### src/rtl/synth_cfg_pkg.sv
package synth_cfg_pkg;
  localparam int unsigned REF_W     = 14;
  localparam int unsigned SWL_W     = 7;
  localparam int unsigned MAIN_W    = 11;
  localparam int unsigned WORD_W    = 1 + SWL_W + MAIN_W;
  localparam int unsigned MIN_RATIO = 3;

  typedef struct packed {
    logic             cp_high;
    logic             mon_select;
    logic             pd_polarity;
    logic             presc_small;
    logic [REF_W-1:0] ratio;
  } ref_bank_t;

  typedef struct packed {
    logic [MAIN_W-1:0] main_cnt;
    logic [SWL_W-1:0]  swallow;
  } div_bank_t;
endpackage

### src/rtl/cfg_sync.sv
module cfg_sync #(
  parameter int unsigned W      = 3,
  parameter int unsigned STAGES = 2
) (
  input  logic         clk,
  input  logic         rst,
  input  logic [W-1:0] d,
  output logic [W-1:0] q
);
  logic [W-1:0] chain [STAGES];

  always_ff @(posedge clk) begin
    if (rst) begin
      for (int i = 0; i < STAGES; i++) chain[i] <= '0;
    end else begin
      chain[0] <= d;
      for (int i = 1; i < STAGES; i++) chain[i] <= chain[i-1];
    end
  end

  assign q = chain[STAGES-1];
endmodule

### src/rtl/cfg_shift.sv
module cfg_shift #(
  parameter int unsigned W = 19
) (
  input  logic         clk,
  input  logic         rst,
  input  logic         shift_en,
  input  logic         bit_in,
  output logic [W-1:0] word
);
  logic [W-1:0] sr_q;

  always_ff @(posedge clk) begin
    if (rst)           sr_q <= '0;
    else if (shift_en) sr_q <= {sr_q[W-2:0], bit_in};
  end

  assign word = sr_q;
endmodule

### src/rtl/cfg_bank.sv
module cfg_bank
  import synth_cfg_pkg::*;
(
  input  logic              clk,
  input  logic              rst,
  input  logic              load,
  input  logic [WORD_W-1:0] word,
  output ref_bank_t         ref_q,
  output div_bank_t         div_q,
  output logic              valid
);
  ref_bank_t ref_next;
  div_bank_t div_next;
  logic      to_ref, acc_ref, acc_div;
  logic      seen_ref_q, seen_div_q;

  always_comb begin
    to_ref               = word[0];
    ref_next.ratio       = word[REF_W:1];
    ref_next.presc_small = word[REF_W+1];
    ref_next.pd_polarity = word[REF_W+2];
    ref_next.mon_select  = word[REF_W+3];
    ref_next.cp_high     = word[REF_W+4];
    div_next.swallow     = word[SWL_W:1];
    div_next.main_cnt    = word[WORD_W-1:SWL_W+1];
    acc_ref = load &&  to_ref && (ref_next.ratio    >= REF_W'(MIN_RATIO));
    acc_div = load && !to_ref && (div_next.main_cnt >= MAIN_W'(MIN_RATIO));
  end

  always_ff @(posedge clk) begin
    if (rst) begin
      ref_q      <= '0;
      div_q      <= '0;
      seen_ref_q <= 1'b0;
      seen_div_q <= 1'b0;
      valid      <= 1'b0;
    end else begin
      if (acc_ref) begin
        ref_q      <= ref_next;
        seen_ref_q <= 1'b1;
      end
      if (acc_div) begin
        div_q      <= div_next;
        seen_div_q <= 1'b1;
      end
      valid <= (seen_ref_q || acc_ref) && (seen_div_q || acc_div);
    end
  end

  assert_no_update_without_load_R5: assert property (@(posedge clk) disable iff (rst)
    !load |=> ($stable(ref_q) && $stable(div_q)));
  assert_div_kept_on_ref_load_R6: assert property (@(posedge clk) disable iff (rst)
    (load && word[0]) |=> $stable(div_q));
  assert_ref_kept_on_div_load_R6: assert property (@(posedge clk) disable iff (rst)
    (load && !word[0]) |=> $stable(ref_q));
  assert_valid_sticky_R9: assert property (@(posedge clk) disable iff (rst)
    valid |=> valid);
  assert_valid_needs_both_R9: assert property (@(posedge clk) disable iff (rst)
    valid |-> (ref_q.ratio != '0 && div_q.main_cnt != '0));
  assert_ratio_legal_R8: assert property (@(posedge clk) disable iff (rst)
    (ref_q.ratio == '0) || (ref_q.ratio >= REF_W'(MIN_RATIO)));
  assert_main_legal_R8: assert property (@(posedge clk) disable iff (rst)
    (div_q.main_cnt == '0) || (div_q.main_cnt >= MAIN_W'(MIN_RATIO)));
endmodule

### src/rtl/synth_cfg_loader.sv
module synth_cfg_loader
  import synth_cfg_pkg::*;
#(
  parameter int unsigned SYNC_STAGES = 2
) (
  input  logic              clk,
  input  logic              rst,
  input  logic              ser_clk,
  input  logic              ser_data,
  input  logic              ser_load,
  output logic [REF_W-1:0]  ref_ratio,
  output logic              presc_small,
  output logic              pd_polarity,
  output logic              mon_select,
  output logic              cp_high,
  output logic [SWL_W-1:0]  swallow_cnt,
  output logic [MAIN_W-1:0] main_cnt,
  output logic              cfg_valid
);
  localparam int unsigned NSIG = 3;

  logic [NSIG-1:0]   pins_s;
  logic              sclk_s, data_s, load_s;
  logic              sclk_d, load_d;
  logic              sclk_rise, load_rise;
  logic [WORD_W-1:0] word_w;
  ref_bank_t         ref_w;
  div_bank_t         div_w;

  cfg_sync #(.W(NSIG), .STAGES(SYNC_STAGES)) u_sync (
    .clk (clk),
    .rst (rst),
    .d   ({ser_load, ser_data, ser_clk}),
    .q   (pins_s)
  );

  assign {load_s, data_s, sclk_s} = pins_s;

  always_ff @(posedge clk) begin
    if (rst) begin
      sclk_d <= 1'b0;
      load_d <= 1'b0;
    end else begin
      sclk_d <= sclk_s;
      load_d <= load_s;
    end
  end

  assign sclk_rise = sclk_s && !sclk_d;
  assign load_rise = load_s && !load_d;

  cfg_shift #(.W(WORD_W)) u_shift (
    .clk      (clk),
    .rst      (rst),
    .shift_en (sclk_rise && !load_s),
    .bit_in   (data_s),
    .word     (word_w)
  );

  cfg_bank u_bank (
    .clk   (clk),
    .rst   (rst),
    .load  (load_rise),
    .word  (word_w),
    .ref_q (ref_w),
    .div_q (div_w),
    .valid (cfg_valid)
  );

  assign ref_ratio   = ref_w.ratio;
  assign presc_small = ref_w.presc_small;
  assign pd_polarity = ref_w.pd_polarity;
  assign mon_select  = ref_w.mon_select;
  assign cp_high     = ref_w.cp_high;
  assign swallow_cnt = div_w.swallow;
  assign main_cnt    = div_w.main_cnt;

  assert_shift_frozen_in_load_R7: assert property (@(posedge clk) disable iff (rst)
    load_s |=> $stable(word_w));
  assert_shift_new_bit_R2: assert property (@(posedge clk) disable iff (rst)
    (sclk_rise && !load_s) |=> (word_w[0] == $past(data_s)));
  assert_shift_moves_up_R2: assert property (@(posedge clk) disable iff (rst)
    (sclk_rise && !load_s) |=> (word_w[WORD_W-1:1] == $past(word_w[WORD_W-2:0])));
  assert_reset_clean_R1: assert property (@(posedge clk)
    $past(rst) |-> (!cfg_valid && ref_ratio == '0 && main_cnt == '0));
endmodule

### config.mk
export PLATFORM = sky130hd
export DESIGN_NAME = synth_cfg_loader
export DESIGN_NICKNAME = d
export VERILOG_FILES = /design/src/rtl/synth_cfg_pkg.sv /design/src/rtl/cfg_sync.sv /design/src/rtl/cfg_shift.sv /design/src/rtl/cfg_bank.sv /design/src/rtl/synth_cfg_loader.sv
export SDC_FILE = /design/constraint.sdc
export NUM_CORES = 1
export LEC_CHECK = 0
export BUFFER_PORTS_ARGS = -buffer_cell sky130_fd_sc_hd__buf_2
export CORE_ASPECT_RATIO = 1.25
export CORE_MARGIN = 4
export CORE_UTILIZATION = 35
export DETAILED_ROUTE_END_ITERATION = 12
export SETUP_SLACK_MARGIN = 0.1
export SLEW_MARGIN = 5
export SYNTH_ARGS = -nofsm -noshare
export SYNTH_HDL_FRONTEND = slang
export SYNTH_SLANG_ARGS = --single-unit
### constraint.sdc
create_clock -name clk -period 3.1 [get_ports clk]
set_input_delay 0.775 -clock clk [delete_from_list [all_inputs] [get_ports clk]]
set_output_delay 0.775 -clock clk [all_outputs]
set_load 0.03 [all_outputs]
==> impl_metrics.json, run 1 <==
{
  "antenna_cells": 0,
  "hold_path.class": "flip-flop to flip-flop",
  "crit_chain": "nor4_1 -> nand3_1 -> o211ai_4 -> mux2i_1",
  "vias": 1813,
  "portBuffers": 41,
  "dieArea_um2": 8508,
  "cts_tree": "built",
  "crit_arrival_ns": 2.05,
  "wire_per_inst_um": 12.28,
  "rr_worst_depth": 4,
  "path_class": "flip-flop to flip-flop",
  "cp_slowest_cell": "o211ai_4",
  "hold_viol": 0,
  "total_power_mw": 1.579,
  "critPathTopFamily": "compound AO/OA/AOI/OAI gates",
  "drc": 0,
  "htree_levels": 3,
  "syn-num-nets": 271,
  "drt_iter0_markers": 127,
  "crit_buf_inv": 0,
  "leakagePower_nw": 1.205,
  "worst-path-max-fanout": 15,
  "drv_cap": 0,
  "postCtsResizedCells": 0,
  "die_x_um": 83.31,
  "cts_setup_buffers": 0,
  "syn_area_um2": 2481,
  "cts_buffer_depth": 2,
  "synth_seq_cells": 66,
  "clock_sinks": 66,
  "vias_per_cell": 4.578,
  "critPathRequiredTime_ns": 3.36,
  "fin_crit_sh_pct": 57.54,
  "layout-drive-gt1-share_pct": 19.28,
  "coreArea_um2": 6934,
  "peakVddDrop_v": 0.0001773,
  "insertion_delay_ns": 0.33,
  "post-place-ws_ns": 1.221,
  "synthTopCellsByArea": "dfxtp_1 (53%), nand2b_1 (9.1%), nand2_1 (7.6%)",
  "finalWirelength_um": 4861,
  "ant_nets": 0,
  "crit_start": "u_shift.word[6]",
  "area.growth.synth_to_final_pct": 17.85,
  "ios": 42,
  "finalWeightedCongestion": 0.7408,
  "timing.fmax_ghz": 0.5606,
  "max-slew-margin-rel_pct": 50.09,
  "end_kind": "flip-flop",
  "final_nets": 307,
  "grt_overflow_total": 0,
  "initial_core_util_pct": 35.78,
  "worst_hold_slack_ns": 0.4366,
  "grt_pass1_vias": 1753,
  "finalSetupViolCount": 0,
  "worstReg2RegStart": "u_shift.word[6]",
  "tightest_slew_ns": 0.7451,
  "fin_tns_setup_ns": 0,
  "cts.clk_slew.worst_paths_ns": 0.07,
  "n_fill_cell": 701,
  "synth_largest_area_cell": "dfxtp_1",
  "hold_path.startpoint": "u_sync.chain[0][4]",
  "cts_made_buffers": 9,
  "row_count": 34,
  "first_pass_iters": 4,
  "status": "complete, no violations",
  "cp-start-kind": "flip-flop",
  "slowest_delay_ns": 0.64,
  "yosys.area.top_type_share_pct": 53.25,
  "ys.warnings.count": 0,
  "post-route-min-period_ns": 1.784,
  "grt_max_degree": 52,
  "hold_buffers": 0,
  "fin_ws_ns": 1.316,
  "antenna_found_initial": 0,
  "syn_area_per_cell_um2": 9.328,
  "synth_cell_types": 28,
  "die_h_um": 102.1,
  "ys_seq_area_share_pct": 53.25,
  "rsz0062_at_grt": "false",
  "p_per_area_nw_per_um2": 540.0,
  "syn_inst": 266,
  "grt_pass1_wl_um": 8342,
  "fin_skew_ns": 0.008912,
  "holdPathStages": 2,
  "hpwl_um": 3217,
  "grt_usage_pct": 12.37,
  "slew_viol_final": 0,
  "cts_root_buf": "clkbuf_8",
  "path_depth": 4
}
-- final timing paths --
path | endpoint | slack [ns]
worst max-delay path | u_bank.ref_q[2] | 1.32
worst min-delay path | u_shift.word[0] | 0.44
worst max register to register | u_bank.ref_q[2] | 1.32
worst min register to register | u_shift.word[0] | 0.44
-- placed cells by master (no fill, tap or decap), drive strengths merged, types with 2 or more instances in the layout --
cell     n
a21oi   24
a22oi    4
buf     43
clkbuf  12
clkinv   2
dfxtp   66
mux2i   18
nand2   50
nand2b  36
nand3b  10
nor2     7
nor2b   10
nor3     2
nor4     2
o21ai   10
-- layer usage --
| metal | wire (um) | vias to the layer above | global-route usage (%) |
|---|---|---|---|
| met5 | 0 | - | 0 |
| met4 | 110 | 0 | 6.415 |
| met3 | 242 | 8 | 4.113 |
| met2 | 2243 | 36 | 20.31 |
| met1 | 2265 | 811 | 14.49 |
| li1 | - | 958 | - |
-- synthesized netlist by cell type, drive strengths merged --
library cell / number
nand3: 1
nor2: 7
o21ai: 10
a211oi: 1
a21oi: 24
inv: 1
a41o: 1
nor3: 2
nor4: 2
and2b: 1
a22oi: 4
nand3b: 10
mux2i: 18
dfxtp: 66
nand2b: 36
or3b: 1
buf: 5
nand2: 50
o211a: 1
o211ai: 1
and2: 1
nor2b: 10
clkbuf: 13
-- final cells by class --
class,count,area (um2),share of cell area (%)
clock inverter,3,40.04,1.369
inverter,1,3.754,0.1284
multi-input combinational,181,1069,36.54
tap,90,112.6,3.851
clock buffer,12,145.1,4.964
timing repair buffer,43,232.7,7.959
sequential,66,1321,45.19
-- where the power goes --
part	internal, mW	leakage [nW]	switching [mW]
combinational	0.0164	0.576	0.0231
sequential	0.852	0.533	0.00154
clock	0.387	0.0962	0.299
-- stage by stage --
step,cells,utilization [%],area [um2]
final,396,42.17,2924
after global routing,396,42.17,2924
after CTS,396,42.17,2924
after detailed placement,381,39.50,2739
after global placement,381,39.50,2739
after floorplan,266,-,2481
-- tightest hold or removal path: cells and delay by family (launching register included) --
family / cells / cell delay (ns)
flip-flops: 1 / 0.30
AND/OR/NAND/NOR: 1 / 0.05
AO/OA/AOI/OAI: 1 / 0.05
-- state kept, by name, indices dropped and copies added, names as in the netlist --
| name | flops |
|---|---|
| u_bank.ref_q | 18 |
| load_d | 1 |
| sclk_d | 1 |
| u_bank.valid | 1 |
| u_bank.div_q | 18 |
| u_bank.seen_ref_q | 1 |
| u_bank.seen_div_q | 1 |
| u_sync.chain | 6 |
| u_shift.word | 19 |
-- cell families after synthesis --
family / count (synthesis) / share of synthesized area, %
compound gates: 42 / 10.24
simple gates: 121 / 25.57
flops: 66 / 53.25
buf+inv: 19 / 3.681
mux: 18 / 7.262
No activity file was read; power rests on OpenSTA's default activity.
==> inputs of run 2 (changes only) <==
clock period = 1.5 ns   (was 3.1 ns; I/O delays follow)
==> impl_metrics.json, run 2 (synthesized netlist as in run 1, its figures left out) <==
{
  "cts_tree": "built",
  "hpwl_um": 3279,
  "grt-busiest-layer": "met2",
  "drv_cap": 0,
  "gr-usage-met3_pct": 3.387,
  "critPathRequiredTime_ns": 1.76,
  "rsz0062_at_grt": "true",
  "fin_skew_ns": 0.005880,
  "clock_sinks": 66,
  "finalSetupViolCount": 0,
  "max-slew-margin-rel_pct": 80.34,
  "cp_slowest_cell": "dfxtp_2",
  "post-place-ws_ns": 0.003764,
  "initial_core_util_pct": 35.78,
  "crit_buf_inv": 1,
  "fin_tns_setup_ns": 0,
  "final_nets": 325,
  "cts_made_buffers": 9,
  "die_x_um": 83.31,
  "final_common_cell": "dfxtp_1",
  "status": "complete, no violations",
  "fin_ws_ns": 0.08165,
  "cts.clk_slew.worst_paths_ns": 0.06,
  "layout-drive-gt1-share_pct": 30.25,
  "portBuffers": 41,
  "vias": 1938,
  "grt_overflow_total": 0,
  "row_count": 34,
  "r2r_setup_slack_ns": 0.08,
  "worst-path-max-fanout": 13,
  "slowest_delay_ns": 0.34,
  "finalWeightedCongestion": 0.7246,
  "n_fill_cell": 695,
  "grt_usage_pct": 12.47,
  "hold_buffers": 0,
  "ios": 42,
  "crit_arrival_ns": 1.67,
  "hold_path.class": "primary input to flip-flop",
  "drc": 0,
  "crit_start": "u_shift.word[6]",
  "die_h_um": 102.1,
  "dieArea_um2": 8508,
  "wire_per_inst_um": 12.00,
  "path_depth": 5,
  "hold_viol": 0,
  "multiInputGateArea_um2": 1157,
  "holdPathStages": 2,
  "worstReg2RegStart": "u_shift.word[6]",
  "regArea_um2": 1328,
  "dp.cells": 398,
  "fin_crit_sh_pct": 94.56,
  "grt_pass1_vias": 1828,
  "vias_per_cell": 4.681,
  "antenna_cells": 0,
  "grt.met2_usage_pct": 19.51,
  "antenna_found_initial": 0,
  "grt_pass1_wl_um": 8514,
  "post-route-min-period_ns": 1.418,
  "grt_max_degree": 79,
  "timing.fmax_ghz": 0.7050,
  "ant_nets": 0,
  "insertion_delay_ns": 0.33,
  "finalWirelength_um": 4970,
  "final_cells": 414,
  "crit_chain": "nor4_4 -> nand3_2 -> o211ai_4 -> buf_12 -> mux2i_1",
  "layout_common_cells": "dfxtp_1 (63), nand2_1 (46), buf_2 (41)",
  "slew_viol_final": 0,
  "path_class": "flip-flop to flip-flop",
  "cts_buffer_depth": 2,
  "htree_levels": 3,
  "rr_worst_depth": 5,
  "area.growth.synth_to_final_pct": 27.08,
  "first_pass_iters": 4,
  "met1_usage_pct": 15.43,
  "end_kind": "flip-flop",
  "leakagePower_nw": 1.304,
  "cp-start-kind": "flip-flop",
  "p_per_area_nw_per_um2": 964.2,
  "worstSetupEndpoint": "u_bank.ref_q[9]",
  "r2r_end": "u_bank.ref_q[9]",
  "coreArea_um2": 6934,
  "drt_iter0_markers": 96,
  "cts_root_buf": "clkbuf_8",
  "critPathTopFamily": "simple AND/OR/NAND/NOR gates",
  "tightest_slew_ns": 0.2943,
  "peakVddDrop_v": 0.0005410,
  "largest_reg_flops": 19
}
## run 2: changes by cell type in the layout (fill, tap and decap cells not counted), moves of 3 or more
cell / before / now
a21oi_1: 24 / 21
dfxtp_1: 66 / 63
o21ai_1: 2 / 10
nand2_1: 50 / 46
a22oi_2: 0 / 4
o21ai_0: 8 / 0
a22oi_1: 4 / 0
a21oi_2: 0 / 3
buf_4: 1 / 15
## run 2: power by group
group	total [mW]	switching [mW]	internal (mW)
sequential	1.76	0.00302	1.76
combinational	0.0919	0.0513	0.0406
clock	1.19	0.606	0.579
total	3.04	0.660	2.38
## run 2: worst reg2reg max path: stages (launching register included)
cell	delay [ns]
dfxtp_2	0.34
nor4_4	0.28
nand3_2	0.14
o211ai_4	0.22
buf_12	0.19
mux2i_1	0.19
## run 2: per-layer routing
| layer | wire length (um) | vias to the layer above |
|---|---|---|
| li1 | - | 986 |
| met1 | 2314 | 904 |
| met2 | 2331 | 38 |
| met3 | 197 | 10 |
| met4 | 126 | 0 |
| met5 | 0 | - |
## run 2: through the flow
step                      area (um2)  hold slack [ns]  power (mW)  utilization (%)
after CTS                       3095           0.2469       3.087            44.64
after global routing            3153           0.2635       3.180            45.47
after floorplan                 2490           0.4070       1.865                -
final                           3153           0.2529       3.040            45.47
after global placement          2897           0.4144       1.893            41.77
after detailed placement        2897           0.4213       1.894            41.77
## run 2: worst min-delay path by stage
stage | from | to | slack, ns
3_3_place_gp | u_sync.chain[0][4] | u_shift.word[0] | 0.41
4_1_cts | ser_data | u_sync.chain[0][1] | 0.25
2_1_floorplan | u_sync.chain[0][4] | u_shift.word[0] | 0.41
3_5_place_dp | u_sync.chain[0][4] | u_shift.word[0] | 0.42
6_report | ser_data | u_sync.chain[0][1] | 0.25
5_1_grt | ser_clk | u_sync.chain[0][0] | 0.26
## run 2: what timing repair did
item | in CTS | in global routing
resized for setup | 10 | 15
setup endpoints to repair | 26 | 39
buffers inserted | 1 | 0
pin swaps | 1 | 17
## run 2: final cells by class
type | count | share of cell area [%]
clock buffers | 11 | 4.167
inverters | 1 | 0.1190
clock inverters | 4 | 0.6349
repair buffers | 61 | 12.70
flip-flops and latches | 66 | 42.10
multi-input cells | 181 | 36.71
well taps | 90 | 3.571
==> inputs of run 3 (changes only) <==
CTS_BUF_LIST = sky130_fd_sc_hd__clkbuf_16   (was unset)
CTS_CLUSTER_SIZE = 24   (was unset)
PLACE_DENSITY_LB_ADDON = 0.3   (was unset)
==> impl_metrics.json, run 3 (synthesized netlist as in run 1, its figures left out) <==
{
  "clock_sinks": 66,
  "grt_usage_pct": 12.50,
  "layout-drive-gt1-share_pct": 32.22,
  "drv_cap": 0,
  "initial_core_util_pct": 35.78,
  "timing.fmax_ghz": 0.6661,
  "status": "finished, violations left",
  "critPathRequiredTime_ns": 1.75,
  "antenna_found_initial": 0,
  "insertion_delay_ns": 0.33,
  "vias_per_cell": 4.726,
  "drc": 0,
  "cts_tree": "built",
  "rsz0062_at_grt": "true",
  "hpwl_um": 3402,
  "end_kind": "flip-flop",
  "grt_overflow_total": 0,
  "cp-start-kind": "flip-flop",
  "leakagePower_nw": 1.436,
  "hold_viol": 0,
  "final_common_cell": "dfxtp_1",
  "layout_common_cells": "dfxtp_1 (62), nand2_1 (46), buf_2 (41)",
  "grt_max_degree": 47,
  "cts.clk_slew.worst_paths_ns": 0.05,
  "cts_made_buffers": 9,
  "coreArea_um2": 6934,
  "ios": 42,
  "final_cells": 419,
  "cts_root_buf": "clkbuf_16",
  "die_x_um": 83.31,
  "first_pass_iters": 4,
  "wire_per_inst_um": 13.04,
  "portBuffers": 41,
  "dieArea_um2": 8508,
  "post-route-min-period_ns": 1.501,
  "finalSetupViolCount": 1,
  "fin_area_um2": 3406,
  "p_per_area_nw_per_um2": 1078,
  "peakVddDrop_v": 0.0005537,
  "finalWirelength_um": 5464,
  "fin_skew_ns": 0.006157,
  "slew_viol_final": 0,
  "largest_reg_flops": 19,
  "post-place-ws_ns": 0.02779,
  "grt_pass1_vias": 1862,
  "die_h_um": 102.1,
  "finalWeightedCongestion": 0.7137,
  "max-slew-margin-rel_pct": 75.49,
  "htree_levels": 3,
  "area.growth.synth_to_final_pct": 37.27,
  "violations": "setup timing",
  "row_count": 34,
  "grt_pass1_wl_um": 8376,
  "vias": 1980,
  "placed_area_um2": 2897,
  "tightest_slew_ns": 0.3668,
  "cts_buffer_depth": 2,
  "worst_hold_slack_ns": 0.2563,
  "ant_nets": 0,
  "worst-path-max-fanout": 7,
  "fin_crit_sh_pct": 100.1,
  "final_nets": 329,
  "antenna_cells": 0,
  "drt_iter0_markers": 129,
  "fin_ws_ns": -0.001323,
  "path_class": "flip-flop to flip-flop",
  "dp.cells": 398,
  "total_power_mw": 3.672,
  "hold_path.class": "primary input to flip-flop",
  "crit_arrival_ns": 1.75
}
-- run 3: cell count changes in the layout (fill, tap and decap cells not counted), sizes merged --
cell      before  now
inv            1    2
clkinvlp       0    1
clkbuf        11   12
clkinv         4    5
buf           61   62
-- run 3: worst max-delay path: stages, from the launching register on --
cell	delay, ns
dfxtp_4	0.35
nor4_4	0.29
nand3_2	0.14
o211ai_4	0.27
clkbuf_16	0.22
mux2i_1	0.17
-- run 3: final timing paths --
| kind | slack (ns) | to | start | cells past startpoint |
|---|---|---|---|---|
| worst max-delay path | -0.001 | u_bank.ref_q[0] | u_shift.word[6] | 5 |
| worst min-delay path | 0.26 | u_sync.chain[0][1] | ser_data | 2 |
| worst max register to register | -0.001 | u_bank.ref_q[0] | u_shift.word[6] | 5 |
| worst min register to register | 0.43 | u_shift.word[0] | u_sync.chain[0][4] | 2 |
-- run 3: final cells by class --
cell class,count,area [um2]
Fill cell,655,3528
Tap cell,90,112.6
Multi-Input combinational cell,181,1200
Clock buffer,9,225.2
Clock inverter,7,35.03
Inverter,1,3.754
Sequential cell,66,1334
Timing Repair Buffer,65,495.5
-- run 3: where the power goes --
part	switching, mW	total, mW	internal, mW
clock	0.721	1.81	1.09
sequential	0.00322	1.76	1.76
combinational	0.0527	0.0960	0.0434
-- run 3: per-layer routing --
metal | global-route usage (%) | wire length (um) | vias up
met2 | 20.93 | 2820 | 39
met4 | 9.811 | 150 | 0
met5 | 0 | 0 | -
met3 | 2.339 | 211 | 8
li1 | - | - | 997
met1 | 14.14 | 2281 | 936
-- run 3: what timing repair did --
action                     4_1_cts  5_1_grt
gates resized for setup          3       36
setup endpoints to repair       33       39
pin swaps                        1       13
setup buffers                    0        2
gates cloned                     0        3
hold buffers                     0        0
hold endpoints to repair         0        0
-- run 3: stage by stage --
step	TNS, ns	utilization (%)
2_1_floorplan	0	-
3_3_place_gp	0	41.77
3_5_place_dp	0	41.77
4_1_cts	0	45.65
5_1_grt	-0.7932	49.12
6_report	-0.001323	49.12
